===== src/rtl/rmii_rx_pkg.sv =====
`timescale 1ns/1ps
package rmii_rx_pkg;
  localparam int unsigned NIB_W = 4;
  localparam logic [1:0] DIBIT_LOCK = 2'b01;
  localparam logic [NIB_W-1:0] SFD_NIB = 4'hD;

  typedef enum logic [1:0] {LNK_IDLE, LNK_HUNT, LNK_LOCK} lnk_state_e;
  typedef enum logic {ASM_PRE, ASM_DATA} asm_state_e;
endpackage


===== src/rtl/rmii_rx_sampler.sv =====
`timescale 1ns/1ps
module rmii_rx_sampler #(
  parameter int unsigned SLOW_DIV = 10
) (
  input  logic       clk_i,
  input  logic       rst_ni,
  input  logic       speed_100_i,
  input  logic       crs_dv_i,
  input  logic [1:0] rxd_i,
  input  logic       rx_er_i,
  input  logic       busy_i,
  output logic       s_crs_o,
  output logic [1:0] s_rxd_o,
  output logic       s_er_o,
  output logic       stb_o
);
  always_ff @(posedge clk_i or negedge rst_ni) begin
    if (!rst_ni) begin
      s_crs_o <= 1'b0;
      s_rxd_o <= '0;
      s_er_o  <= 1'b0;
    end else begin
      s_crs_o <= crs_dv_i;
      s_rxd_o <= rxd_i;
      s_er_o  <= rx_er_i;
    end
  end

  generate
    if (SLOW_DIV > 1) begin : g_div
      localparam int unsigned CNT_W = $clog2(SLOW_DIV);
      localparam logic [CNT_W-1:0] MID  = CNT_W'(SLOW_DIV / 2 - 1);
      localparam logic [CNT_W-1:0] LAST = CNT_W'(SLOW_DIV - 1);
      logic [CNT_W-1:0] cnt_q;

      // phase counter restarts at every carrier rise from idle
      always_ff @(posedge clk_i or negedge rst_ni) begin
        if (!rst_ni)                   cnt_q <= '0;
        else if (!(s_crs_o || busy_i)) cnt_q <= '0;
        else if (cnt_q == LAST)        cnt_q <= '0;
        else                           cnt_q <= cnt_q + 1'b1;
      end

      assign stb_o = speed_100_i | (cnt_q == MID);
    end else begin : g_nodiv
      assign stb_o = 1'b1;
    end
  endgenerate
endmodule


===== src/rtl/rmii_rx_link.sv =====
`timescale 1ns/1ps
module rmii_rx_link
  import rmii_rx_pkg::*;
(
  input  logic             clk_i,
  input  logic             rst_ni,
  input  logic             s_crs_i,
  input  logic [1:0]       s_rxd_i,
  input  logic             s_er_i,
  input  logic             stb_i,
  output logic             crs_o,
  output logic             rx_dv_o,
  output logic             busy_o,
  output logic             nib_vld_o,
  output logic [NIB_W-1:0] nib_o,
  output logic             ep_end_o,
  output logic             er_hit_o
);
  lnk_state_e state_q;
  logic       ph_q;   // 0: next dibit is first of nibble
  logic [1:0] lo_q;

  assign busy_o = (state_q != LNK_IDLE);

  always_ff @(posedge clk_i or negedge rst_ni) begin
    if (!rst_ni) begin
      state_q   <= LNK_IDLE;
      ph_q      <= 1'b0;
      lo_q      <= '0;
      crs_o     <= 1'b0;
      rx_dv_o   <= 1'b0;
      nib_vld_o <= 1'b0;
      nib_o     <= '0;
      ep_end_o  <= 1'b0;
      er_hit_o  <= 1'b0;
    end else begin
      nib_vld_o <= 1'b0;
      ep_end_o  <= 1'b0;
      er_hit_o  <= 1'b0;
      unique case (state_q)
        LNK_IDLE: begin
          if (s_crs_i) begin
            crs_o    <= 1'b1;
            rx_dv_o  <= 1'b1;
            er_hit_o <= stb_i & s_er_i;
            if (stb_i && s_rxd_i == DIBIT_LOCK) begin
              lo_q    <= s_rxd_i;
              ph_q    <= 1'b1;
              state_q <= LNK_LOCK;
            end else begin
              state_q <= LNK_HUNT;
            end
          end
        end
        LNK_HUNT: begin
          if (stb_i) begin
            er_hit_o <= s_er_i;
            if (!s_crs_i) begin
              crs_o    <= 1'b0;
              rx_dv_o  <= 1'b0;
              ep_end_o <= 1'b1;
              state_q  <= LNK_IDLE;
            end else if (s_rxd_i == DIBIT_LOCK) begin
              lo_q    <= s_rxd_i;
              ph_q    <= 1'b1;
              state_q <= LNK_LOCK;
            end
          end
        end
        LNK_LOCK: begin
          if (stb_i) begin
            er_hit_o <= s_er_i;
            if (!ph_q) begin
              lo_q <= s_rxd_i;
              ph_q <= 1'b1;
              if (!s_crs_i) crs_o <= 1'b0;
            end else begin
              ph_q <= 1'b0;
              if (s_crs_i) begin
                nib_vld_o <= 1'b1;
                nib_o     <= {s_rxd_i, lo_q};
              end else begin
                crs_o    <= 1'b0;
                rx_dv_o  <= 1'b0;
                ep_end_o <= 1'b1;
                state_q  <= LNK_IDLE;
              end
            end
          end
        end
        default: state_q <= LNK_IDLE;
      endcase
    end
  end
endmodule


===== src/rtl/rmii_rx_assembler.sv =====
`timescale 1ns/1ps
module rmii_rx_assembler
  import rmii_rx_pkg::*;
#(
  parameter int unsigned BYTE_W = 8
) (
  input  logic              clk_i,
  input  logic              rst_ni,
  input  logic              nib_vld_i,
  input  logic [NIB_W-1:0]  nib_i,
  input  logic              ep_end_i,
  input  logic              er_hit_i,
  output logic [BYTE_W-1:0] byte_o,
  output logic              byte_valid_o,
  output logic              sof_o,
  output logic              eof_o,
  output logic              frame_err_o,
  output logic              align_err_o
);
  localparam int unsigned NIBS  = BYTE_W / NIB_W;
  localparam int unsigned IDX_W = (NIBS > 1) ? $clog2(NIBS) : 1;
  localparam logic [IDX_W-1:0] IDX_LAST = IDX_W'(NIBS - 1);

  asm_state_e        state_q;
  logic [BYTE_W-1:0] sh_q;
  logic [IDX_W-1:0]  idx_q;
  logic              first_q;
  logic              err_q;

  always_ff @(posedge clk_i or negedge rst_ni) begin
    if (!rst_ni) begin
      state_q      <= ASM_PRE;
      sh_q         <= '0;
      idx_q        <= '0;
      first_q      <= 1'b0;
      err_q        <= 1'b0;
      byte_o       <= '0;
      byte_valid_o <= 1'b0;
      sof_o        <= 1'b0;
      eof_o        <= 1'b0;
      frame_err_o  <= 1'b0;
      align_err_o  <= 1'b0;
    end else begin
      byte_valid_o <= 1'b0;
      sof_o        <= 1'b0;
      eof_o        <= 1'b0;
      frame_err_o  <= 1'b0;
      align_err_o  <= 1'b0;
      if (ep_end_i) begin
        if (state_q == ASM_DATA) begin
          eof_o       <= 1'b1;
          frame_err_o <= err_q | er_hit_i;
          align_err_o <= (idx_q != '0);
        end
        state_q <= ASM_PRE;
        err_q   <= 1'b0;
        idx_q   <= '0;
      end else begin
        if (er_hit_i) err_q <= 1'b1;
        if (nib_vld_i) begin
          if (state_q == ASM_PRE) begin
            if (nib_i == SFD_NIB) begin
              state_q <= ASM_DATA;
              first_q <= 1'b1;
              idx_q   <= '0;
            end
          end else if (idx_q == IDX_LAST) begin
            byte_o       <= {nib_i, sh_q[BYTE_W-1:NIB_W]};
            byte_valid_o <= 1'b1;
            sof_o        <= first_q;
            first_q      <= 1'b0;
            idx_q        <= '0;
          end else begin
            sh_q  <= {nib_i, sh_q[BYTE_W-1:NIB_W]};
            idx_q <= idx_q + 1'b1;
          end
        end
      end
    end
  end
endmodule


===== src/rtl/rmii_rx_decoder.sv =====
`timescale 1ns/1ps
module rmii_rx_decoder
  import rmii_rx_pkg::*;
#(
  parameter int unsigned SLOW_DIV = 10,
  parameter int unsigned BYTE_W   = 8
) (
  input  logic              clk_i,
  input  logic              rst_ni,
  input  logic              speed_100_i,
  input  logic              crs_dv_i,
  input  logic [1:0]        rxd_i,
  input  logic              rx_er_i,
  output logic              crs_o,
  output logic              rx_dv_o,
  output logic [BYTE_W-1:0] byte_o,
  output logic              byte_valid_o,
  output logic              sof_o,
  output logic              eof_o,
  output logic              frame_err_o,
  output logic              align_err_o
);
  logic             s_crs, s_er, stb, busy;
  logic [1:0]       s_rxd;
  logic             nib_vld, ep_end, er_hit;
  logic [NIB_W-1:0] nib;

  rmii_rx_sampler #(.SLOW_DIV(SLOW_DIV)) u_sampler (
    .clk_i       (clk_i),
    .rst_ni      (rst_ni),
    .speed_100_i (speed_100_i),
    .crs_dv_i    (crs_dv_i),
    .rxd_i       (rxd_i),
    .rx_er_i     (rx_er_i),
    .busy_i      (busy),
    .s_crs_o     (s_crs),
    .s_rxd_o     (s_rxd),
    .s_er_o      (s_er),
    .stb_o       (stb)
  );

  rmii_rx_link u_link (
    .clk_i     (clk_i),
    .rst_ni    (rst_ni),
    .s_crs_i   (s_crs),
    .s_rxd_i   (s_rxd),
    .s_er_i    (s_er),
    .stb_i     (stb),
    .crs_o     (crs_o),
    .rx_dv_o   (rx_dv_o),
    .busy_o    (busy),
    .nib_vld_o (nib_vld),
    .nib_o     (nib),
    .ep_end_o  (ep_end),
    .er_hit_o  (er_hit)
  );

  rmii_rx_assembler #(.BYTE_W(BYTE_W)) u_asm (
    .clk_i        (clk_i),
    .rst_ni       (rst_ni),
    .nib_vld_i    (nib_vld),
    .nib_i        (nib),
    .ep_end_i     (ep_end),
    .er_hit_i     (er_hit),
    .byte_o       (byte_o),
    .byte_valid_o (byte_valid_o),
    .sof_o        (sof_o),
    .eof_o        (eof_o),
    .frame_err_o  (frame_err_o),
    .align_err_o  (align_err_o)
  );
endmodule


===== config.mk =====
export PLATFORM = sky130hd
export DESIGN_NAME = rmii_rx_decoder
export DESIGN_NICKNAME = d
export VERILOG_FILES = /design/src/rtl/rmii_rx_pkg.sv /design/src/rtl/rmii_rx_sampler.sv /design/src/rtl/rmii_rx_link.sv /design/src/rtl/rmii_rx_assembler.sv /design/src/rtl/rmii_rx_decoder.sv
export SDC_FILE = /design/constraint.sdc
export NUM_CORES = 1
export LEC_CHECK = 0
export ABC_AREA = 1
export CAP_MARGIN = 30
export CELL_PAD_IN_SITES_DETAIL_PLACEMENT = 1
export CELL_PAD_IN_SITES_GLOBAL_PLACEMENT = 1
export CORE_MARGIN = 3
export CORE_UTILIZATION = 44
export CTS_BUF_LIST = sky130_fd_sc_hd__clkbuf_4 sky130_fd_sc_hd__clkbuf_8
export DETAILED_ROUTE_END_ITERATION = 10
export GPL_TIMING_DRIVEN = 0
export PLACE_DENSITY_LB_ADDON = 0.2
export SLEW_MARGIN = 20
export SYNTH_ARGS = -nofsm -noshare
export SYNTH_HDL_FRONTEND = slang
export SYNTH_SLANG_ARGS = --single-unit

===== constraint.sdc =====
create_clock -name clk_i -period 1.65 [get_ports clk_i]
set_input_delay 0.33 -clock clk_i [delete_from_list [all_inputs] [get_ports clk_i]]
set_output_delay 0.33 -clock clk_i [all_outputs]
set_load 0.01 [all_outputs]

; After elaboration in Yosys (flattened, before gate mapping)
; Index checks and enable logic that the tools add are counted.
[word_totals]
regBits = 47
wordCells = 146
in_bits = 7
[classes]
mux = 76
n_eq_ne = 19
bitwise = 5
reduce_logical = 20
add_sub_neg = 2
[op_table]
columns = cell, n
row1 = 1-bit 2-to-1 mux, 52
row2 = 2-bit 2-to-1 mux, 15
row3 = 4-bit AND reduction, 5
row4 = 2-bit by 1-bit != test with 1-bit output (second input constant), 6
row5 = 2-bit != test (second input constant), 6
row6 = 2-bit case mux with 3 select lines, 2
row7 = 4-bit == test (second input constant), 2
row8 = 4-bit 2-to-1 mux, 2
row9 = 8-bit AND reduction, 1
row10 = 2-bit nonzero test, 4
row11 = 7-bit AND reduction, 1
row12 = 1-bit case mux with 2 select lines, 3
row13 = 1-bit case mux with 3 select lines, 2
row14 = 6-bit AND reduction, 1
row15 = 3-bit nonzero test, 2
row16 = 5-bit AND reduction, 1
row17 = 4-bit by 1-bit adder with 4-bit output (second input constant), 1
row18 = 2-bit by 1-bit == test with 1-bit output (second input constant), 2
row19 = 4-bit by 3-bit == test with 1-bit output (second input constant), 1
row20 = 3-bit by 2-bit != test with 1-bit output (second input constant), 1
row21 = 2-bit == test (second input constant), 1
row22 = 2-bit logical NOT, 1
row23 = 1-bit inverter, 2
row24 = 1-bit bitwise OR, 2
row25 = 6 further kinds, 6

; Depth between registers and ports, before layout
; Gate-level depths: netlist of the first run.
[logic_depth]
word_depth = 6
mapped_depth = 10

; Modules after synthesis
; A second synthesis of the first run with hierarchy kept.
[unflattened]
cells_unflattened = 206
area_unflattened_um2 = 1910.6
[by_module_without_submodules]
columns = mod, cells_per_inst, area_each_um2, n_inst, seq_area_each_um2
row1 = rmii_rx_assembler, 83, 818.3, 1, 525.5
row2 = rmii_rx_link, 94, 755.7, 1, 350.3
row3 = rmii_rx_sampler, 29, 336.6, 1, 200.2

; Least setup slack after synthesis of the first run
; No wires, ideal clock.
[synth_path]
kind = register to register
start = register u_link.state_q[0]
end = register u_link.lo_q[0]
synth_period_minus_slack_ps = 1372
stages_incl_launch_ff = 8
slack_ps = 278
setup_time_ps = 121
n_path_buf = 0
t_arrival_ps = 1251
cell_sequence = dfrtp_1 > inv_1 > ha_1 > nand2_1 > a21boi_0 > nand3_2 > o21bai_1 > nand2_1
[synth_between]
elab_chain_cells = 3
[synth_lines]
columns = item, line
row1 = "start, declared", rmii_rx_link.sv:19  ; lnk_state_e state_q;
row2 = "start signal, assigned", rmii_rx_link.sv:27  ; state_q <= LNK_IDLE;
row3 = "start signal, assigned", rmii_rx_link.sv:49  ; state_q <= LNK_LOCK;
row4 = "start signal, assigned", rmii_rx_link.sv:51  ; state_q <= LNK_HUNT;
row5 = "2-bit == test, or another cell as far along", rmii_rx_link.sv:40  ; unique case (state_q)
row6 = "2-bit by 1-bit != test with 1-bit output (no line), or another cell as far along", --
row7 = 8-bit AND reduction (no line), --
row8 = "end signal, assigned", rmii_rx_link.sv:47  ; lo_q <= s_rxd_i;
row9 = "end signal, assigned", rmii_rx_link.sv:64  ; lo_q <= s_rxd_i;
row10 = "end signal, assigned", rmii_rx_link.sv:74  ; lo_q <= s_rxd_i;
row11 = "end, declared", rmii_rx_link.sv:21  ; logic [1:0] lo_q;
; Parallel ways exist; a longest one is shown, timed or not.
; A chain may end at the register's enable or synchronous reset.

; Worst setup path after layout of the first run
[layout_path]
start = register u_asm.byte_o[4]
end = output port byte_o[4]
[layout_lines]
columns = item, line
row1 = "start, declared", rmii_rx_assembler.sv:13  ; output logic [BYTE_W-1:0] byte_o,
row2 = "start signal, assigned", rmii_rx_assembler.sv:68  ; byte_o <= {nib_i, sh_q[BYTE_W-1:NIB_W]};
row3 = "end, declared", rmii_rx_decoder.sv:16  ; output logic [BYTE_W-1:0] byte_o,
; No word-level cell between the ends.

==> results of run 1 <==
power by group through the flow:
stage	sequential [uW]	clock, uW	combinational (uW)
floorplan	1410	0	810
global placement	1440	0	1040
detailed placement	1450	0	1110
CTS	1430	842	1130
global route	1460	887	1370
finish	1420	813	1180
registers in the layout, summed over array words and instances (netlist names), 2 cells and up:
name and flops:
u_asm.byte_o 8, u_sampler.s_rxd_o 2, u_asm.sh_q 4, u_link.nib_o 4
u_sampler.g_div.cnt_q 4, u_link.lo_q 2, u_link.state_q 2
layout make-up:
class	count	area (um2)	area share [%]
Tap cell	50	62.6	2.66
Sequential cell	43	1080	45.7
Inverter	32	120	5.11
Buffer	1	5.00	0.213
Timing Repair Buffer	24	248	10.5
Clock inverter	3	43.8	1.86
Clock buffer	5	68.8	2.93
Multi-Input combinational cell	136	728	31.0
repair_timing:
item	CTS	global route
setup endpoints to repair	0	5
resized for setup	0	6
setup buffers	0	2
routing by layer:
layer | routed length [um] | up-vias | global-route usage, % | share of wire (%)
li1 | - | 718 | - | -
met1 | 1690 | 723 | 19.9 | 39
met2 | 2420 | 26 | 35.5 | 56
met3 | 120 | 4 | 4.99 | 2.8
met4 | 63 | 0 | 6.89 | 1.5
met5 | 0 | - | 0 | 0
cell families (layout without fill, tap and decap cells):
kind of cell,Yosys count,after routing
AND/OR/NAND/NOR,99,99
flip-flops,43,43
buffers and inverters,33,65
AO/OA/AOI/OAI,28,28
adder cells (fa/ha/maj),7,7
XOR/XNOR,2,2
synth_stat cells, drive strengths merged:
| cell type | n |
|---|---|
| nand2 | 61 |
| dfrtp | 43 |
| inv | 31 |
| nor2 | 24 |
| o21ai | 20 |
| nand3 | 11 |
| ha | 7 |
| a21oi | 3 |
| nand4 | 2 |
| o21bai | 2 |
| o22ai | 2 |
| a21boi | 1 |
| buf | 1 |
| clkinv | 1 |
| nor3 | 1 |
| xnor2 | 1 |
| xor2 | 1 |
final timing paths:
| path | start | to | slack, ns | cells past startpoint |
|---|---|---|---|---|
| max | u_asm.byte_o[4] | byte_o[4] | 0.07 | 1 |
| min | rst_ni | u_asm.idx_q | 0.01 | 1 |
| max reg2reg | u_sampler.g_div.cnt_q[1] | u_link.lo_q[0] | 0.13 | 9 |
| min reg2reg | u_asm.byte_o[1] | u_asm.byte_o[1] | 0.48 | 2 |
| max in group asynchronous | rst_ni | u_link.nib_o[1] | 1.14 | 2 |
| min in group clk_i | crs_dv_i | u_sampler.s_crs_o | 0.47 | 1 |
metrics by stage:
step	cell area, um2	total power (uW)	util [%]	hold WS [ns]	setup TNS (ns)
after floorplan	1920	2220	-	0.0344	0
after global placement	2190	2480	53.6	0.453	-36.20
after detailed placement	2210	2560	54.1	0.340	0
after CTS	2320	3410	56.9	0.0119	0
after global routing	2350	3710	57.6	0.0241	-0.0149
final	2350	3420	57.6	0.0125	0
==> results.md, run 1 <==
* Critical path fanouts, max at 2
* Main combinational cell family by area after synthesis: simple AND/OR/NAND/NOR gates
* Router iterations before antenna repair at 4
* Num CTS Buffers at 5
* Pint at 2180 uW
* Tcrit/Tclk final at 95.7%
* Root Driver: clkbuf_8
* Mux share of post-synthesis cell area at 0%
* First-pass GRT wire length at 7.42 mm
* CTS Buffer Depth at 2
* Diode count at 0
* Worst endpoint data arrival time at 1.25 ns
* Startpoint types: flop
* Io pins at 22
* Commonest cells after routing, fill and taps aside: nand2_1, dfrtp_1, inv_1
* Initial antenna violation count at 0
* All-Layer GR Usage at 18.8%
* Xor and xnor area share after synthesis at 0.914%
* Starting Density at 46.9%
* Status: finished clean
* Max cap viols at 0
* Worst setup EP type: primary output
* Worst ir drop on vdd at 0.673 mV
* Vias in the first global route at 1,649
* Placed wire-length estimate at 3.23 mm
* Post-Syn Instances at 212
* Max Clock Freq at 633 MHz
* Wire length per cell at 14.6 um
* Nets at 257
* Syn_nets at 226
* Drt initial violations at 43
* Final Skew at 0.00811 ns
* Final wirelength at 4.30 mm
* WP data required at 1.32 ns
* CTS H-tree lvls at 2
* IO Port Bufs at 21
* Slowest CP cell: clkdlybuf4s50_1
* Setup CP Type: flop to primary output
* Clock share of power at 23.8%
* Fin crit period at 1.58 ns
* Clk Latency, worst-skew pair at 0.30 ns
* Register area share after synthesis at 56.2%
* Synth Area in Compound Gates at 8.03%
* Routed Antenna Nets at 0
* Leakage power at 0.00117 uW
* YS warnings at 0
* Combinational power share at 34.5%
* Endpoints failing hold at 0
* Area share of the largest cell type after synthesis at 56.2%
* Die Y at 72.0 um
* Switching Share at 36.4%
* Fillers at 485
* Slew Limit Fails at 0
* Gr ovfl total at 0
* Net Switching at 1240 uW
* Final setup fails at 0
* # placed instances at 284
* Top cells by area, synth: dfrtp_1, nand2_1, inv_1
* Share of layout cells above drive strength 1 at 14.8%
* DP Worst Slack at 0.00210 ns
* Non-filler cells, final at 294
* Slew @ Worst Pin at 0.552 ns
* Area Growth Syn to Fin at 22.8%
* GP Congestion at 0.814
* Delay-heaviest family, CP: buffers and inverters
* Clock transition at path regs at 0.09 ns
* Most common cell after layout, fill and taps aside: nand2_1
* Worst min path class: input pin to asynchronous set/reset pin
* Slew margin rel. at 63.2%
* PwrDens at 1450 mW/mm2
* Slowest stage delay, CP at 0.58 ns
* Simple-gate share of the synthesized area at 23.8%
* Synth area leader: dfrtp_1
* TritonCTS Sinks at 43
* Core footprint at 0.00409 mm2
* Syn avg cell area at 9.04 um2
* CTS hold repair buffers at 0
* Setup WS post-layout at 0.0705 ns
* Vias per std cell at 5.00
* Cell area after synthesis at 0.00192 mm2
* Crit-path cells: clkdlybuf4s50_1
* Vias at 1,471
* # DRC at 0
* Netlist cell types at 27
* Yosys reg bits at 43
* Reg power frac at 41.7%
* WP buf/inv at 1
* Largest net degree at the start of global routing at 24
* Die area at 0.00518 mm2
* Post-synthesis adder-cell area fraction at 4.57%
* Cell Rows at 23
* Die width at 72.0 um
* CTS tree: yes
Note: power is estimated with default switching activity, not from simulation.
==> inputs of run 2 (changes only) <==
CORE_ASPECT_RATIO = 0.5   (was default)
GPL_ROUTABILITY_DRIVEN = 0   (was default)
==> results.md, run 2 (synthesis results as in run 1) <==
* Reg-to-Reg Start: u_link.state_q[0]
* Largest net degree at the start of global routing at 29
* Worst reg-to-reg setup slack at -0.001 ns
* Vias at 1,536
* Die width at 99.3 um
* Setup WS post-layout at -0.00103 ns
* Startpoint types: flop
* Switching Share at 37.7%
* Min Hold Slack at 0.463 ns
* Diode count at 0
* Clock transition at path regs at 0.08 ns
* Root Driver: clkbuf_8
* PwrDens at 1490 mW/mm2
* Max FFs per register at 8
* Hold EP: u_sampler.s_crs_o
* First-pass GRT wire length at 7.45 mm
* TritonCTS Sinks at 43
* Worst ir drop on vdd at 0.764 mV
* Slew @ Worst Pin at 0.378 ns
* Placed wire-length estimate at 3.07 mm
* Final wirelength at 4.48 mm
* WP data required at 1.84 ns
* Worst endpoint data arrival time at 1.84 ns
* Worst setup EP type: flop
* Critical path fanouts, max at 5
* Vias per std cell at 5.14
* Endpoints failing hold at 0
* Total power at 3560 uW
* Net Switching at 1340 uW
* Combinational power share at 35.9%
* Leakage power at 0.00117 uW
* # DRC at 0
* Drt initial violations at 43
* IO Port Bufs at 21
* Slew margin rel. at 74.8%
* Reg with most FFs: u_asm.byte_o
* Setup CP Type: flop to flop
* Max cap viols at 0
* Status: complete, but fails checks
* Vias in the first global route at 1,590
* Clk Latency, worst-skew pair at 0.30 ns
* Final Skew at 0.00799 ns
* Die area at 0.00523 mm2
* Worst min path class: input pin to flop
* Wire length per cell at 15.0 um
* Routed Antenna Nets at 0
* Register area at 0.00108 mm2
* Hold path depth at 1
* Multi-input gate area at 756 um2
* R2R cell count at 9
* Cell Rows at 16
* Most common cell after layout, fill and taps aside: nand2_1
* Commonest cells after routing, fill and taps aside: nand2_1, dfrtp_1, inv_1
* Router iterations before antenna repair at 5
* CTS Buffer Depth at 2
* Max Clock Freq at 606 MHz
* Reg power frac at 40.5%
* Fillers at 486
* CTS tree: yes
* Die Y at 52.7 um
* Failing checks: setup timing
* Pint at 2220 uW
* Area Growth Syn to Fin at 24.7%
* Starting Density at 47.4%
* Slew Limit Fails at 0
* All-Layer GR Usage at 18.5%
* Io pins at 22
* Initial antenna violation count at 0
* DP Worst Slack at 0.0490 ns
* Share of layout cells above drive strength 1 at 15.1%
* CTS H-tree lvls at 2
* Fin crit period at 1.65 ns
* Num CTS Buffers at 5
* Clock share of power at 23.7%
* Gr ovfl total at 0
* HP Start: crs_dv_i
* Nets at 258
* Tcrit/Tclk final at 100%
* Final setup fails at 1
* Core footprint at 0.00404 mm2
* Worst r2r dst: u_link.state_q[0]
-- run 2: worst max path at each step --
stage	cells after the start	end	slack, ns	start
after floorplan	7	u_link.lo_q[0]	0.28	u_link.state_q[0]
after global placement	1	u_sampler.g_div.cnt_q[1]	-0.85	rst_ni
after detailed placement	7	u_link.state_q[1]	0.05	speed_100_i
after CTS	8	u_link.lo_q[0]	0.02	u_link.state_q[0]
after global routing	9	u_link.lo_q[0]	-0.1	u_link.state_q[0]
final	9	u_link.state_q[0]	-0.001	u_link.state_q[0]
-- run 2: per-stage QoR --
| stage | instance area [um2] | utilization [%] | setup TNS [ns] | std cells |
|---|---|---|---|---|
| floorplan | 1920 | - | 0 | 212 |
| global placement | 2190 | 54.2 | -36.31 | 287 |
| detailed placement | 2210 | 54.6 | 0 | 288 |
| CTS | 2330 | 57.6 | 0 | 297 |
| global route | 2390 | 59.1 | -0.302 | 299 |
| finish | 2390 | 59.1 | -0.00103 | 299 |
-- run 2: power groups by stage --
stage | combinational (uW) | clock (uW) | sequential (uW)
2_1_floorplan | 810 | 0 | 1410
3_3_place_gp | 1030 | 0 | 1430
3_5_place_dp | 1110 | 0 | 1450
4_1_cts | 1130 | 858 | 1430
5_1_grt | 1450 | 902 | 1480
6_report | 1280 | 843 | 1440
-- run 2: final cells by class --
type / instances / area share (%)
Inverter: 32 / 5.03
Multi-Input combinational cell: 136 / 31.6
Buffer: 1 / 0.210
Sequential cell: 43 / 45.1
Clock buffer: 5 / 2.88
Tap cell: 54 / 2.83
Clock inverter: 3 / 1.83
Timing Repair Buffer: 25 / 10.5
-- run 2: routing by layer --
layer	up-vias	share of wire, %	track usage, %
li1	723	-	-
met1	771	44	22.3
met2	33	51	33.3
met3	9	4.3	4.38
met4	0	1.3	5.44
met5	-	0	0
-- run 2: critical path, stage by stage (launching register included) --
cell and delay, ns:
dfrtp_1 0.44, inv_1 0.20, ha_4 0.21, inv_1 0.09, o21ai_1 0.19, nor2_1 0.08, nand2_1 0.14, nor2_2 0.06
nand2_1 0.08, nand2_1 0.05
-- run 2: repair_timing --
action                                  4_1_cts  5_1_grt
endpoints found under the setup margin        0        5
hold buffers                                  1        0
gates resized for setup                       0       10
hold endpoints to repair                     15        0
setup buffers                                 0        2
